===== config.mk =====
export PLATFORM = sky130hd
export DESIGN_NAME = pwr_state_ctrl
export DESIGN_NICKNAME = d
export VERILOG_FILES = /design/src/rtl/pwr_state_pkg.sv /design/src/rtl/pwr_sync.sv /design/src/rtl/pwr_fsm.sv /design/src/rtl/pwr_outputs.sv /design/src/rtl/pwr_state_ctrl.sv
export SDC_FILE = /design/constraint.sdc
export NUM_CORES = 1
export LEC_CHECK = 0
export ABC_AREA = 1
export ABC_CLOCK_PERIOD_IN_PS = 3800
export BUFFER_PORTS_ARGS = -buffer_cell sky130_fd_sc_hd__buf_4
export CORE_ASPECT_RATIO = 0.75
export CORE_MARGIN = 2
export CORE_UTILIZATION = 39
export CTS_BUF_LIST = sky130_fd_sc_hd__clkbuf_8
export DETAILED_ROUTE_END_ITERATION = 16
export GPL_ROUTABILITY_DRIVEN = 0
export PLACE_DENSITY = 0.66
export SYNTH_ARGS = -nofsm -noshare
export SYNTH_HDL_FRONTEND = slang
export SYNTH_SLANG_ARGS = --single-unit
export TNS_END_PERCENT = 50

===== constraint.sdc =====
create_clock -name clk -period 3.8 [get_ports clk]
set_input_delay 0.76 -clock clk [delete_from_list [all_inputs] [get_ports clk]]
set_output_delay 0.76 -clock clk [all_outputs]
set_load 0.005 [all_outputs]

===== src/rtl/pwr_state_pkg.sv =====
package pwr_state_pkg;

  typedef enum logic [2:0] {
    PS_G3       = 3'd0,
    PS_D3COLD   = 3'd1,
    PS_D0UNINIT = 3'd2,
    PS_D0ACT    = 3'd3,
    PS_D3HOT    = 3'd4
  } pwr_state_e;

  localparam logic [1:0] PMF_D0 = 2'b00;
  localparam logic [1:0] PMF_D3 = 2'b11;

  // index of each asynchronous input in the synchroniser vector
  localparam int LVL_LINK_RST_N = 0;
  localparam int LVL_PGOOD      = 1;
  localparam int LVL_AUX        = 2;
  localparam int LVL_COUNT      = 3;

  function automatic logic pm_code_valid(input logic [1:0] code);
    return (code == PMF_D0) || (code == PMF_D3);
  endfunction

  function automatic logic is_powered(input pwr_state_e s);
    return (s == PS_D0UNINIT) || (s == PS_D0ACT) || (s == PS_D3HOT);
  endfunction

endpackage


===== src/rtl/pwr_sync.sv =====
module pwr_sync #(
  parameter int WIDTH  = 3,
  parameter int STAGES = 2
) (
  input  logic             clk,
  input  logic             rst,
  input  logic [WIDTH-1:0] async_i,
  output logic [WIDTH-1:0] level_o
);

  localparam int LAST = STAGES - 1;

  for (genvar b = 0; b < WIDTH; b++) begin : g_bit
    logic [STAGES-1:0] chain;
    always_ff @(posedge clk) begin
      if (rst) begin
        chain <= '0;
      end else begin
        chain <= {chain[STAGES-2:0], async_i[b]};
      end
    end
    assign level_o[b] = chain[LAST];
  end

endmodule


===== src/rtl/pwr_fsm.sv =====
module pwr_fsm
  import pwr_state_pkg::*;
(
  input  logic       clk,
  input  logic       rst,
  input  logic       aux_s,
  input  logic       pgood_s,
  input  logic       link_rst_n_s,
  input  logic       pm_wr_i,
  input  logic [1:0] pm_code_i,
  input  logic       cfg_done_i,
  output pwr_state_e state_q,
  output pwr_state_e state_d,
  output logic       por_go,
  output logic       phy_rst_go,
  output logic       pm_wr_ok
);

  logic aux_prev;
  logic aux_rise;
  logic total_loss;

  assign aux_rise   = aux_s & ~aux_prev;
  assign total_loss = ~aux_s & ~pgood_s;
  assign pm_wr_ok   = pm_wr_i & pm_code_valid(pm_code_i) & link_rst_n_s
                      & is_powered(state_q);

  always_comb begin
    state_d    = state_q;
    por_go     = 1'b0;
    phy_rst_go = 1'b0;
    case (state_q)
      PS_G3: begin
        if (aux_rise && !pgood_s && !link_rst_n_s) begin
          state_d = PS_D3COLD;
          por_go  = 1'b1;
        end else if (pgood_s && link_rst_n_s) begin
          state_d = PS_D0UNINIT;
        end
      end
      PS_D3COLD: begin
        if (total_loss) begin
          state_d = PS_G3;
        end else if (pgood_s && link_rst_n_s) begin
          state_d = PS_D0UNINIT;
        end
      end
      PS_D0UNINIT, PS_D0ACT, PS_D3HOT: begin
        if (total_loss) begin
          state_d = PS_G3;
        end else if (!pgood_s) begin
          state_d    = PS_D3COLD;
          phy_rst_go = 1'b1;
        end else if (!link_rst_n_s) begin
          state_d = PS_D0UNINIT;
        end else if (state_q == PS_D3HOT) begin
          if (pm_wr_ok && pm_code_i == PMF_D0) state_d = PS_D0UNINIT;
        end else if (pm_wr_ok && pm_code_i == PMF_D3) begin
          state_d = PS_D3HOT;
        end else if (state_q == PS_D0UNINIT && cfg_done_i) begin
          state_d = PS_D0ACT;
        end
      end
      default: state_d = PS_G3;
    endcase
  end

  always_ff @(posedge clk) begin
    if (rst) begin
      state_q  <= PS_G3;
      aux_prev <= 1'b0;
    end else begin
      state_q  <= state_d;
      aux_prev <= aux_s;
    end
  end

endmodule


===== src/rtl/pwr_outputs.sv =====
module pwr_outputs
  import pwr_state_pkg::*;
#(
  parameter int POR_CYCLES = 4
) (
  input  logic       clk,
  input  logic       rst,
  input  pwr_state_e state_d,
  input  logic       por_go,
  input  logic       phy_rst_go,
  input  logic       pm_wr_ok,
  input  logic       pm_wr_pme,
  output logic [1:0] pm_field_q,
  output logic       pme_en_q,
  output logic       por_q,
  output logic       phy_pd_q,
  output logic       phy_rst_q,
  output logic       dp_en_q,
  output logic       resp_q
);

  localparam int CW = $clog2(POR_CYCLES + 1);
  localparam logic [CW-1:0] POR_LOAD = CW'(POR_CYCLES - 1);

  logic [CW-1:0] por_cnt;
  logic          d0_next;

  assign d0_next = (state_d == PS_D0UNINIT) || (state_d == PS_D0ACT);

  always_ff @(posedge clk) begin
    if (rst) begin
      por_cnt <= '0;
      por_q   <= 1'b0;
    end else if (por_go) begin
      por_cnt <= POR_LOAD;
      por_q   <= 1'b1;
    end else if (por_cnt != '0) begin
      por_cnt <= por_cnt - 1'b1;
      por_q   <= 1'b1;
    end else begin
      por_q   <= 1'b0;
    end
  end

  always_ff @(posedge clk) begin
    if (rst) begin
      pm_field_q <= PMF_D3;
      pme_en_q   <= 1'b0;
      phy_pd_q   <= 1'b1;
      phy_rst_q  <= 1'b0;
      dp_en_q    <= 1'b0;
      resp_q     <= 1'b0;
    end else begin
      pm_field_q <= d0_next ? PMF_D0 : PMF_D3;
      phy_pd_q   <= (state_d == PS_G3) || (state_d == PS_D3COLD);
      phy_rst_q  <= phy_rst_go;
      dp_en_q    <= (state_d == PS_D0ACT);
      resp_q     <= d0_next;
      if (por_go) begin
        pme_en_q <= 1'b0;
      end else if (pm_wr_ok) begin
        pme_en_q <= pm_wr_pme;
      end
    end
  end

endmodule


===== src/rtl/pwr_state_ctrl.sv =====
module pwr_state_ctrl
  import pwr_state_pkg::*;
#(
  parameter int SYNC_STAGES = 2,
  parameter int POR_CYCLES  = 4
) (
  input  logic       clk,
  input  logic       rst,
  input  logic       pci_rst_n_i,
  input  logic       aux_det_i,
  input  logic       pwr_good_i,
  input  logic       pm_wr_i,
  input  logic [1:0] pm_wr_code_i,
  input  logic       pm_wr_pme_i,
  input  logic       cfg_done_i,
  output logic [2:0] state_o,
  output logic [1:0] pm_field_o,
  output logic       pme_en_o,
  output logic       por_o,
  output logic       phy_pd_o,
  output logic       phy_rst_o,
  output logic       dp_en_o,
  output logic       pci_resp_o
);

  logic [LVL_COUNT-1:0] lvl_async;
  logic [LVL_COUNT-1:0] lvl_sync;
  pwr_state_e           st_q;
  pwr_state_e           st_d;
  logic                 por_go;
  logic                 phy_rst_go;
  logic                 wr_ok;

  assign lvl_async[LVL_LINK_RST_N] = pci_rst_n_i;
  assign lvl_async[LVL_PGOOD]      = pwr_good_i;
  assign lvl_async[LVL_AUX]        = aux_det_i;

  pwr_sync #(.WIDTH(LVL_COUNT), .STAGES(SYNC_STAGES)) sync_i (
    .clk     (clk),
    .rst     (rst),
    .async_i (lvl_async),
    .level_o (lvl_sync)
  );

  pwr_fsm fsm_i (
    .clk          (clk),
    .rst          (rst),
    .aux_s        (lvl_sync[LVL_AUX]),
    .pgood_s      (lvl_sync[LVL_PGOOD]),
    .link_rst_n_s (lvl_sync[LVL_LINK_RST_N]),
    .pm_wr_i      (pm_wr_i),
    .pm_code_i    (pm_wr_code_i),
    .cfg_done_i   (cfg_done_i),
    .state_q      (st_q),
    .state_d      (st_d),
    .por_go       (por_go),
    .phy_rst_go   (phy_rst_go),
    .pm_wr_ok     (wr_ok)
  );

  pwr_outputs #(.POR_CYCLES(POR_CYCLES)) out_i (
    .clk        (clk),
    .rst        (rst),
    .state_d    (st_d),
    .por_go     (por_go),
    .phy_rst_go (phy_rst_go),
    .pm_wr_ok   (wr_ok),
    .pm_wr_pme  (pm_wr_pme_i),
    .pm_field_q (pm_field_o),
    .pme_en_q   (pme_en_o),
    .por_q      (por_o),
    .phy_pd_q   (phy_pd_o),
    .phy_rst_q  (phy_rst_o),
    .dp_en_q    (dp_en_o),
    .resp_q     (pci_resp_o)
  );

  assign state_o = st_q;

endmodule


# Word-level counts from Yosys, hierarchy flattened
# Cells that the tools add are included.
[word_totals]
regBits = 21
output_inout_bits = 11
wordCells = 72
inputBits = 10
[op_classes]
eq_ne = 8
n_reduce_logical = 21
add_sub_neg = 1
bitwise_logic = 9
mux = 19
[op_table]
columns = ["cell", "count"]
rows = [
  ["3-bit two-way mux", 10],
  ["3-bit by 2-bit == test with 1-bit output, second input constant", 4],
  ["3-bit one-hot mux with 3 select lines", 1],
  ["3-bit by 1-bit == test with 1-bit output, second input constant", 2],
  ["1-bit logical AND", 6],
  ["3-bit zero test", 2],
  ["2-bit two-way mux", 3],
  ["3-bit OR reduction", 2],
  ["1-bit bitwise AND", 5],
  ["1-bit logical OR", 5],
  ["1-bit two-way mux", 5],
  ["1-bit NOT", 4],
  ["3-bit == test, second input constant", 1],
  ["3-bit nonzero test", 1],
  ["3-bit by 1-bit subtractor with 3-bit output, second input constant", 1],
  ["2-bit == test, second input constant", 1],
  ["1-bit zero test", 2],
  ["2-bit zero test", 1],
  ["2-bit nonzero test", 1],
  ["2-bit OR reduction", 1],
]

# Longest topological paths before layout
# Gate-level depths: netlist (run 1).
[depth]
ltp_word = 15
depth_mapped = 12
mapped_depth_nobuf = 12

# Hierarchy
# From an unflattened synthesis (run 1), not the netlist that was laid out.
[unflattened]
hier_cells = 130
area_unflattened_um2 = 940.9
[by_module_without_submodules]
columns = ["mod", "cells_per_inst", "seq_area_each_um2", "instances", "area_per_inst_um2"]
rows = [
  ["pwr_outputs", 48, 200.2, 1, 385.4],
  ["pwr_fsm", 61, 80.1, 1, 367.9],
  ["pwr_sync", 21, 120.1, 1, 187.7],
]

# Worst setup path after synthesis (run 1)
# No wires, ideal clock.
[synth_timing]
kind = "in2reg"
startpoint = "in pm_wr_code_i[0]"
endpoint = "reg fsm_i.state_q[1]"
t_required_ps = 3691
setup_ps = 109
t_arrival_ps = 1727
n_path_buf = 0
path_slack_ps = 1964
path_stages = 12
path_cell_list = "inv_1 ha_1 inv_1 nand2_1 nor2_4 nand3_2 nand2_1 nand3_1 nand2_1 nand2_2 nand2_2 inv_2"
[synth_via]
elab_chain_cells = 12
elab_cells_between_ends = 15
classes_between = "eq/ne: 1; mux: 7; bitwise: 3; reduce/logical: 4"
[synth_lines]
columns = ["item", "line_no", "source"]
rows = [
  ["start: declaration", "pwr_state_ctrl.sv:13", "input logic [1:0] pm_wr_code_i,"],
  ["2-bit == test or 2-bit zero test (tied branches)", "pwr_state_pkg.sv:21, pwr_fsm.sv:58, pwr_fsm.sv:57", ""],
  ["1-bit logical OR", "pwr_state_pkg.sv:21", "return (code == PMF_D0) || (code == PMF_D3);"],
  ["1-bit bitwise AND (2 in series)", "pwr_fsm.sv:25", "assign pm_wr_ok = pm_wr_i & pm_code_valid(pm_code_i) & link_rst_n_s"],
  ["1-bit bitwise AND", "pwr_fsm.sv:26", "& is_powered(state_q);"],
  ["1-bit logical AND (on tied branches)", "pwr_fsm.sv:58, pwr_fsm.sv:57", ""],
  ["3-bit two-way mux (on tied branches)", "pwr_fsm.sv:58, pwr_fsm.sv:57", ""],
  ["3-bit two-way mux *", "pwr_fsm.sv:56", "end else if (state_q == PS_D3HOT) begin"],
  ["3-bit two-way mux *", "pwr_fsm.sv:54", "end else if (!link_rst_n_s) begin"],
  ["3-bit two-way mux *", "pwr_fsm.sv:51", "end else if (!pgood_s) begin"],
  ["3-bit two-way mux *", "pwr_fsm.sv:49", "if (total_loss) begin"],
  ["3-bit one-hot mux with 3 select lines *", "pwr_fsm.sv:32", "case (state_q)"],
  ["end signal: assignment", "pwr_fsm.sv:73", "state_q <= state_d;"],
  ["end: declaration", "pwr_fsm.sv:12", "output pwr_state_e state_q,"],
]
# Every way passes the cells marked *; elsewhere a longest branch is shown, timed or not.
# A chain may end at the register's enable or synchronous reset.

# Worst setup path after layout (run 1)
[layout_timing]
startpoint = "in pm_wr_code_i[0]"
endpoint = "reg out_i.resp_q"
[layout_via]
elab_chain_cells = 14
elab_cells_between_ends = 18
classes_between = "eq/ne: 3; mux: 7; bitwise: 3; reduce/logical: 5"
[layout_lines]
columns = ["item", "line_no", "source"]
rows = [
  ["2-bit == test or 2-bit zero test (tied branches)", "pwr_state_pkg.sv:21, pwr_fsm.sv:58, pwr_fsm.sv:57", ""],
  ["1-bit logical OR", "pwr_state_pkg.sv:21", ""],
  ["1-bit bitwise AND (2 in series)", "pwr_fsm.sv:25", ""],
  ["1-bit bitwise AND", "pwr_fsm.sv:26", ""],
  ["1-bit logical AND (on tied branches)", "pwr_fsm.sv:58, pwr_fsm.sv:57", ""],
  ["3-bit two-way mux (on tied branches)", "pwr_fsm.sv:58, pwr_fsm.sv:57", ""],
  ["3-bit two-way mux *", "pwr_fsm.sv:56", ""],
  ["3-bit two-way mux *", "pwr_fsm.sv:54", ""],
  ["3-bit two-way mux *", "pwr_fsm.sv:51", ""],
  ["3-bit two-way mux *", "pwr_fsm.sv:49", ""],
  ["3-bit one-hot mux with 3 select lines *", "pwr_fsm.sv:32", ""],
  ["3-bit by 2-bit == test with 1-bit output", "pwr_outputs.sv:28", "assign d0_next = (state_d == PS_D0UNINIT) || (state_d == PS_D0ACT);"],
  ["1-bit logical OR *", "pwr_outputs.sv:28", ""],
  ["end signal: assignment", "pwr_outputs.sv:58", "resp_q <= d0_next;"],
  ["end: declaration", "pwr_outputs.sv:19", "output logic resp_q"],
]
# Marks and branches as above.

==> key figures, run 1 <==
Finish
  – Synth-to-layout area growth: 27.75%
  – Nets: 153
  – # diodes: 0
  – Fill count: 193
  – Share of cells above drive strength 1: 23.19%

Synth
  – Synth cell types: 22
  – Cell count after synthesis: 116
  – Synthesized flop and latch total: 20
  – Synth Cell Area: 865.8 um2
  – Mean instance size in the synthesized netlist: 7.464 um2
  – Yosys top cell area share: 46.24%
  – Synthesis warning total: 0
  – Main synth FF type: dfxtp_1
  – Area leader, netlist: dfxtp_1
  – Largest cells by area after synthesis: dfxtp_1, inv_1, nand2_1, nor2_1, ha_1
  – Syn nets: 130
  – Asr flop ratio synth: 0%
  – Sequential area share after synthesis: ~46%
  – Number of flops mapped to enable cells by yosys: 0

STA
  – Final Cycle Share: 47.12%
  – Setup TNS: 0 ns
  – RSZ-0062 raised after global routing: no
  – Relative slew slack: approximately 70%
  – Final Skew: 0.004258 ns
  – Worst-Margin Slew: 0.4467 ns
  – Max-slew violations: 0
  – # setup viols final: 0
  – Final Hold Vio Count: 0
  – Fmax: 558.5 MHz
  – Period minus WS final: roughly 1.8 ns

Routing
  – Antenna-violating nets left: 0
  – Drt first pass iters: 4
  – Routed length per instance: 9.481 um
  – Via/cell ratio: 4.605
  – Starting DRC count in detailed routing: 26
  – WL final: 1.536 mm
  – Residual DRC: 0
  – Vias: 746

GRT
  – Global route overflow: 0
  – Largest net degree at the start of global routing: 15
  – Number of global-route vias before repair: 626
  – GRT Overall Usage: between 10% and 20%
  – First-pass GRT wire length: about 2.6 mm
  – Antenna violations before repair: 0

Setup path
  – Crit path max fanout: 4
  – Worst Setup End Kind: flip-flop
  – Worst setup SP type: input pin
  – CP arrival: 1.95 ns
  – Required time worst endpoint: 3.96 ns
  – FF-to-FF path depth: 6
  – Flop2flop setup slack: ~2.4 ns
  – Setup Crit Path Kind: input pin to flip-flop

Clock network
  – Cts hold-fix bufs: 0
  – Clock tree from TritonCTS: yes
  – Clock Pin Slew Worst Setup and Hold Paths: 0.07 ns
  – Clk buf depth: 2
  – Postcts setup bufs: 0
  – CTS resizes: 0
  – CTS H-Tree Depth: 1
  – Total clock sinks: 20
  – Clk root buf: clkbuf_8
  – Worst skew pair latency: 0.25 ns
  – Total CTS buffers: 3

Power
  – Lkg Pwr: 0.5606 nW
  – Gate power share: 18.6%
  – VDD IR-drop max: between 300 and 400 uV
  – P_int: 0.4188 mW
  – Final Power: around 0.55 mW
  – Sw Ratio: 23.85%
  – Part of the power in the clock network: between 30% and 40%
  – Pwr/cell area: between 400 and 500 nW/um2
  – Psw: 0.1312 mW
  – Reg power frac: 44.0%

Placement
  – I/O Buffers: 20
  – Post-DP HPWL: between 1 and 1.5 mm

Die
  – DIE HEIGHT: 44.81 um
  – Chip Width: 58.41 um
  – Row count: 14
  – Die area: 2617 um2
  – Area of the core: 2049 um2
  – IO Pins: 21
  – Initial Util: between 40% and 50%

Min path
  – Hold Crit Depth: 2
  – Worst Hold Class: flip-flop to flip-flop

Run status
  – Outcome: finished, final reports clean

Flow run
  – Total of max-cap violations: 0
## layout make-up
class	instances	area [um2]	area share, %
flip-flops and latches	20	400.4	36.20
multi-input cells	68	356.6	32.24
repair buffers	20	150.1	13.57
inverters	26	97.59	8.824
clock buffers	3	41.29	3.733
clock inverters	1	30.03	2.715
well taps	24	30.03	2.715
## state kept, by name, indices dropped and copies added (netlist names)
signal and cells:
out_i.pm_field_q 1, fsm_i.aux_prev 1, out_i.phy_pd_q 1, out_i.dp_en_q 1
out_i.resp_q 1, sync_i.g_bit.chain 6, out_i.por_q 1, fsm_i.state_q 3
out_i.pme_en_q 1, out_i.por_cnt 3, out_i.phy_rst_q 1
## power groups by stage
stage | Sequential (mW) | Clock, mW | Combinational [mW]
after CTS | 0.242 | 0.211 | 0.102
final | 0.242 | 0.206 | 0.102
after floorplan | 0.245 | 0 | 0.0750
after global placement | 0.246 | 0 | 0.0983
after global routing | 0.244 | 0.224 | 0.123
after detailed placement | 0.246 | 0 | 0.102
## worst max-delay path, stage by stage
cell and delay [ns]:
buf_4 0.09, inv_1 0.04, ha_1 0.28, inv_1 0.05, nand2_1 0.07, nor2_4 0.13
nand3_2 0.11, nand2_1 0.07, nand3_1 0.07, nand2_1 0.09, nand2_2 0.07, nand2_2 0.09
inv_2 0.03
## synth_stat cells, types with 2 or more instances
cell,instances
inv_1,23
dfxtp_1,20
nand2_1,20
nor2_1,18
a21oi_1,6
ha_1,4
nand3_1,4
nand2_2,3
and3_1,2
inv_2,2
nor3_1,2
o21ai_0,2
## layer usage
layer / wire length [um] / track usage (%)
met5: 0 / 0
met4: 9 / 2.791
met3: 165 / 6.877
met2: 670 / 20.00
met1: 690 / 17.84
## cell usage in the layout (no fill, tap or decap), types with 2 or more instances in the layout
cell and instances:
nand3_1 4, o21ai_0 2, a21oi_1 6, nand2_2 3, and3_1 2, nor3_1 2
nand2_1 20, ha_1 4, inv_1 23, inv_2 2, clkbuf_8 3, dfxtp_1 20
buf_4 20, nor2_1 18
## cell families (layout without fill, tap and decap cells)
group,count (synthesis),count (layout),share of synthesized area [%]
flip-flops,20,20,46.24
adder cells (fa/ha/maj),4,4,5.781
buffers and inverters,28,50,12.57
XOR/XNOR,1,1,1.012
AO/OA/AOI/OAI,11,11,6.937
AND/OR/NAND/NOR,52,52,27.46
## metrics by stage
stage / worst slack (ns) / util (%) / std cells / hold slack, ns / area [um2]
2_1_floorplan: 1.964 / - / 116 / 0.3883 / 865.8
3_3_place_gp: 1.812 / 50.49 / 158 / 0.3897 / 1035
3_5_place_dp: 1.747 / 50.49 / 158 / 0.3953 / 1035
4_1_cts: 2.005 / 53.97 / 162 / 0.4062 / 1106
5_1_grt: 1.895 / 53.97 / 162 / 0.4247 / 1106
6_report: 2.010 / 53.97 / 162 / 0.4039 / 1106
## worst paths after layout
kind / startpoint / endpoint
min: sync_i.g_bit[0].chain[0]$_SDFF_PP0_ / sync_i.g_bit[0].chain[1]$_SDFF_PP0_
max: pm_wr_code_i[0] / out_i.resp_q$_SDFF_PP0_
min reg2reg: sync_i.g_bit[0].chain[0]$_SDFF_PP0_ / sync_i.g_bit[0].chain[1]$_SDFF_PP0_
max reg2reg: fsm_i.state_q[1]$_SDFF_PP0_ / out_i.por_cnt[0]$_SDFFE_PP0P_
No activity file was read; power rests on OpenSTA's default activity.
==> inputs of run 2 (changes only) <==
--- a/config.mk
+++ b/config.mk
@@ -5,8 +5,8 @@
 export SDC_FILE = /design/constraint.sdc
 export NUM_CORES = 1
 export LEC_CHECK = 0
-export ABC_AREA = 1
-export ABC_CLOCK_PERIOD_IN_PS = 3800
+export ABC_AREA = 0
+export ABC_CLOCK_PERIOD_IN_PS = 1700
 export BUFFER_PORTS_ARGS = -buffer_cell sky130_fd_sc_hd__buf_4
 export CORE_ASPECT_RATIO = 0.75
 export CORE_MARGIN = 2
==> constraint.sdc (replaced) <==
create_clock -name clk -period 1.7 [get_ports clk]
set_input_delay 0.34 -clock clk [delete_from_list [all_inputs] [get_ports clk]]
set_output_delay 0.34 -clock clk [all_outputs]
set_load 0.005 [all_outputs]
==> key figures, run 2 <==
Run status
  – Outcome: complete, but fails checks
  – Violated checks: design-rule violations

Power
  – Sw Ratio: 25.83% (+2.0 points)
  – Part of the power in the clock network: 27.8% (-9.6 points)
  – P_int: 0.7992 mW (+91%)
  – Psw: 0.2783 mW (+110%)
  – Pwr/cell area: 989.8 nW/um2 (+99%)
  – VDD IR-drop max: 560.3 uV (+45%)
  – Lkg Pwr: 0.4672 nW (-17%)
  – Gate power share: 22.0% (+3.4 points)
  – Reg power frac: 50.1% (+6.1 points)

Setup path
  – Worst setup startpoint: fsm_i.state_q[2]$_SDFF_PP0_
  – Worst r2r dst: out_i.dp_en_q$_SDFF_PP0_
  – CP arrival: 1.70 ns (-0.25 ns)
  – Required time worst endpoint: 1.86 ns (-2.10 ns)
  – Flop2flop setup slack: 0.16 ns (-2.26 ns)
  – Worst Setup End Kind: flip-flop
  – Crit path max fanout: 9 (+5)
  – Worst setup SP type: flip-flop
  – Setup Crit Path Kind: flip-flop to flip-flop
  – Critical path endpoint: out_i.dp_en_q$_SDFF_PP0_
  – Worst R2R Start: fsm_i.state_q[2]$_SDFF_PP0_
  – FF-to-FF path depth: 5 (-1)

STA
  – # setup viols final: 0 (unchanged)
  – Fmax: approximately 650 MHz
  – Relative slew slack: 73.20% (+3.2 points)
  – Final Hold Vio Count: 0 (unchanged)
  – Final Hold Slack: 0.2927 ns (-0.1112 ns)
  – Final Skew: 0.005003 ns (+0.0007449 ns)
  – Final Cycle Share: 90.42%
  – Worst-Margin Slew: 0.3989 ns (-0.04773 ns)
  – Max-slew violations: 0 (unchanged)
  – RSZ-0062 raised after global routing: no
  – Period minus WS final: 1.537 ns

GRT
  – Grt met3 use: 6.017% (-0.86 points)
  – GRT Max-Usage Layer: met2
  – Antenna violations before repair: 0 (unchanged)
  – Largest net degree at the start of global routing: 18 (+3)
  – GR Layer Usage met1: 17.44% (-0.41 points)
  – Number of global-route vias before repair: 607 (-3.0%)
  – First-pass GRT wire length: 2.725 mm (+3.1%)
  – GR Util met2: 22.67% (+2.7 points)
  – GRT Overall Usage: 14.85% (+1.3 points)
  – Global route overflow: 0 (unchanged)

Clock network
  – Cts hold-fix bufs: 0 (unchanged)
  – Clock tree from TritonCTS: yes
  – Worst skew pair latency: 0.26 ns (about the same)
  – CTS H-Tree Depth: 1 (unchanged)
  – Clock Pin Slew Worst Setup and Hold Paths: 0.07 ns (about the same)
  – Total clock sinks: 20 (unchanged)
  – Clk root buf: clkbuf_8
  – Postcts setup bufs: 0 (unchanged)
  – CTS resizes: 0 (unchanged)
  – Clk buf depth: 2 (unchanged)
  – Total CTS buffers: 3 (unchanged)

Synth
  – Synthesis warning total: 0 (unchanged)
  – Asr flop ratio synth: 0% (unchanged)
  – Synth cell types: 35 (+59%)
  – Cell count after synthesis: 91 (-22%)
  – Area leader, netlist: dfxtp_1
  – Largest cells by area after synthesis: dfxtp_1, nor2b_1, ha_1, nor3_1, a21oi_1
  – Synthesized flop and latch total: 20 (unchanged)
  – Sequential area share after synthesis: 45.71% (-0.53 points)
  – Mean instance size in the synthesized netlist: 9.625 um2 (+29%)
  – Main synth FF type: dfxtp_1
  – Most instantiated library cell after synthesis: dfxtp_1
  – Syn nets: 105 (-19%)
  – Most instantiated cells after synthesis: dfxtp_1, nor2b_1, nor3_1, inv_1, nor2_1
  – Number of flops mapped to enable cells by yosys: 0 (unchanged)
  – Yosys top cell area share: 45.71% (-0.53 points)
  – Synth Cell Area: 875.8 um2 (+1.2%)

Finish
  – Fill count: 194 (+0.52%)
  – # diodes: 0 (unchanged)
  – Biggest regs: sync_i.g_bit.chain (6), fsm_i.state_q (3), out_i.por_cnt (3)
  – Synth-to-layout area growth: 24.29%
  – Commonest non-fill, non-tap cell in the layout: buf_4
  – Most frequent cells in the layout: buf_4, dfxtp_1, nor2b_1, nor3_1
  – Share of cells above drive strength 1: 25.00% (+1.8 points)
  – Final non-filler cell area: 1089 um2 (-1.6%)
  – Post-Route Utilization: 52.66% (-1.3 points)
  – Largest register FFs: 6 (unchanged)
  – Reg with most FFs: sync_i.g_bit.chain
  – Nets: 128 (-16%)

Die
  – Chip Width: 58.72 um (+0.54%)
  – Area of the core: 2067 um2 (+0.85%)
  – Die area: 2645 um2 (+1.1%)
  – Row count: 14 (unchanged)
  – DIE HEIGHT: 45.04 um (+0.52%)
  – Initial Util: 42.37% (+0.13 points)
  – IO Pins: 21 (unchanged)

Placement
  – Post-DP HPWL: 1.317 mm (+8.9%)
  – DP Area: 1047 um2 (+1.2%)
  – I/O Buffers: 20 (unchanged)

Routing
  – Via/cell ratio: 5.191 (+13%)
  – Vias: 706 (-5.4%)
  – Routed length per instance: 12.69 um (+34%)
  – Starting DRC count in detailed routing: 14 (-46%)
  – Drt first pass iters: 10 (+6)
  – Residual DRC: 2 (+2)
  – WL final: 1.726 mm (+12%)
  – Antenna-violating nets left: 0 (unchanged)

Min path
  – Hold Crit Depth: 2 (unchanged)
  – Worst Hold Class: input pin to flip-flop

Flow run
  – Total of max-cap violations: 0 (unchanged)
## run 2: layout make-up
class	instances	area (um2)	area share [%]
Timing Repair Buffer	21	157.7	14.48
Clock buffer	3	41.29	3.793
Sequential cell	20	400.4	36.78
Inverter	5	18.77	1.724
Tap cell	24	30.03	2.759
Multi-Input combinational cell	63	440.4	40.46
## run 2: worst min-delay path by stage
stage,start,end,slack [ns]
detailed placement,sync_i.g_bit[0].chain[0]$_SDFF_PP0_,sync_i.g_bit[0].chain[1]$_SDFF_PP0_,0.42
finish,pwr_good_i,sync_i.g_bit[1].chain[0]$_SDFF_PP0_,0.29
floorplan,rst,sync_i.g_bit[0].chain[1]$_SDFF_PP0_,0.41
global placement,sync_i.g_bit[0].chain[0]$_SDFF_PP0_,sync_i.g_bit[0].chain[1]$_SDFF_PP0_,0.42
CTS,pwr_good_i,sync_i.g_bit[1].chain[0]$_SDFF_PP0_,0.29
global route,pwr_good_i,sync_i.g_bit[1].chain[0]$_SDFF_PP0_,0.29
## run 2: logic make-up after synthesis
group,count (synthesis),synth area share (%)
AO/OA/AOI/OAI,17,14.00
XOR/XNOR,1,1.000
flip-flops,20,45.71
AND/OR/NAND/NOR,39,27.29
multiplexers,2,2.286
buffers and inverters,8,4.000
adder cells (fa/ha/maj),4,5.715
## run 2: critical path: stages, from the launching register on
cell       delay [ns]
dfxtp_1          0.35
buf_4            0.17
or3b_1           0.34
o211ai_1         0.11
a22oi_1          0.18
a2111oi_2        0.29
## run 2: power by group through the flow
stage	clock [mW]	combinational, mW	sequential (mW)
6_report	0.300	0.237	0.540
3_5_place_dp	0	0.241	0.551
5_1_grt	0.328	0.272	0.547
2_1_floorplan	0	0.174	0.548
3_3_place_gp	0	0.227	0.552
4_1_cts	0.310	0.243	0.540
## run 2: stage by stage
step / TNS [ns] / setup WS, ns / cells / power (mW)
after global placement: 0 / 0.01592 / 133 / 0.7781
after floorplan: 0 / 0.1911 / 91 / 0.7223
after global routing: 0 / 0.04780 / 136 / 1.147
after CTS: 0 / 0.1704 / 136 / 1.093
after detailed placement: -0.03244 / -0.03244 / 133 / 0.7919
final: 0 / 0.1628 / 136 / 1.077
## run 2: metal layers
layer  routed length, um  vias up
met1                 792      325
met4                  44        0
li1                    -      359
met3                 104        4
met5                   0        -
met2                 784       18
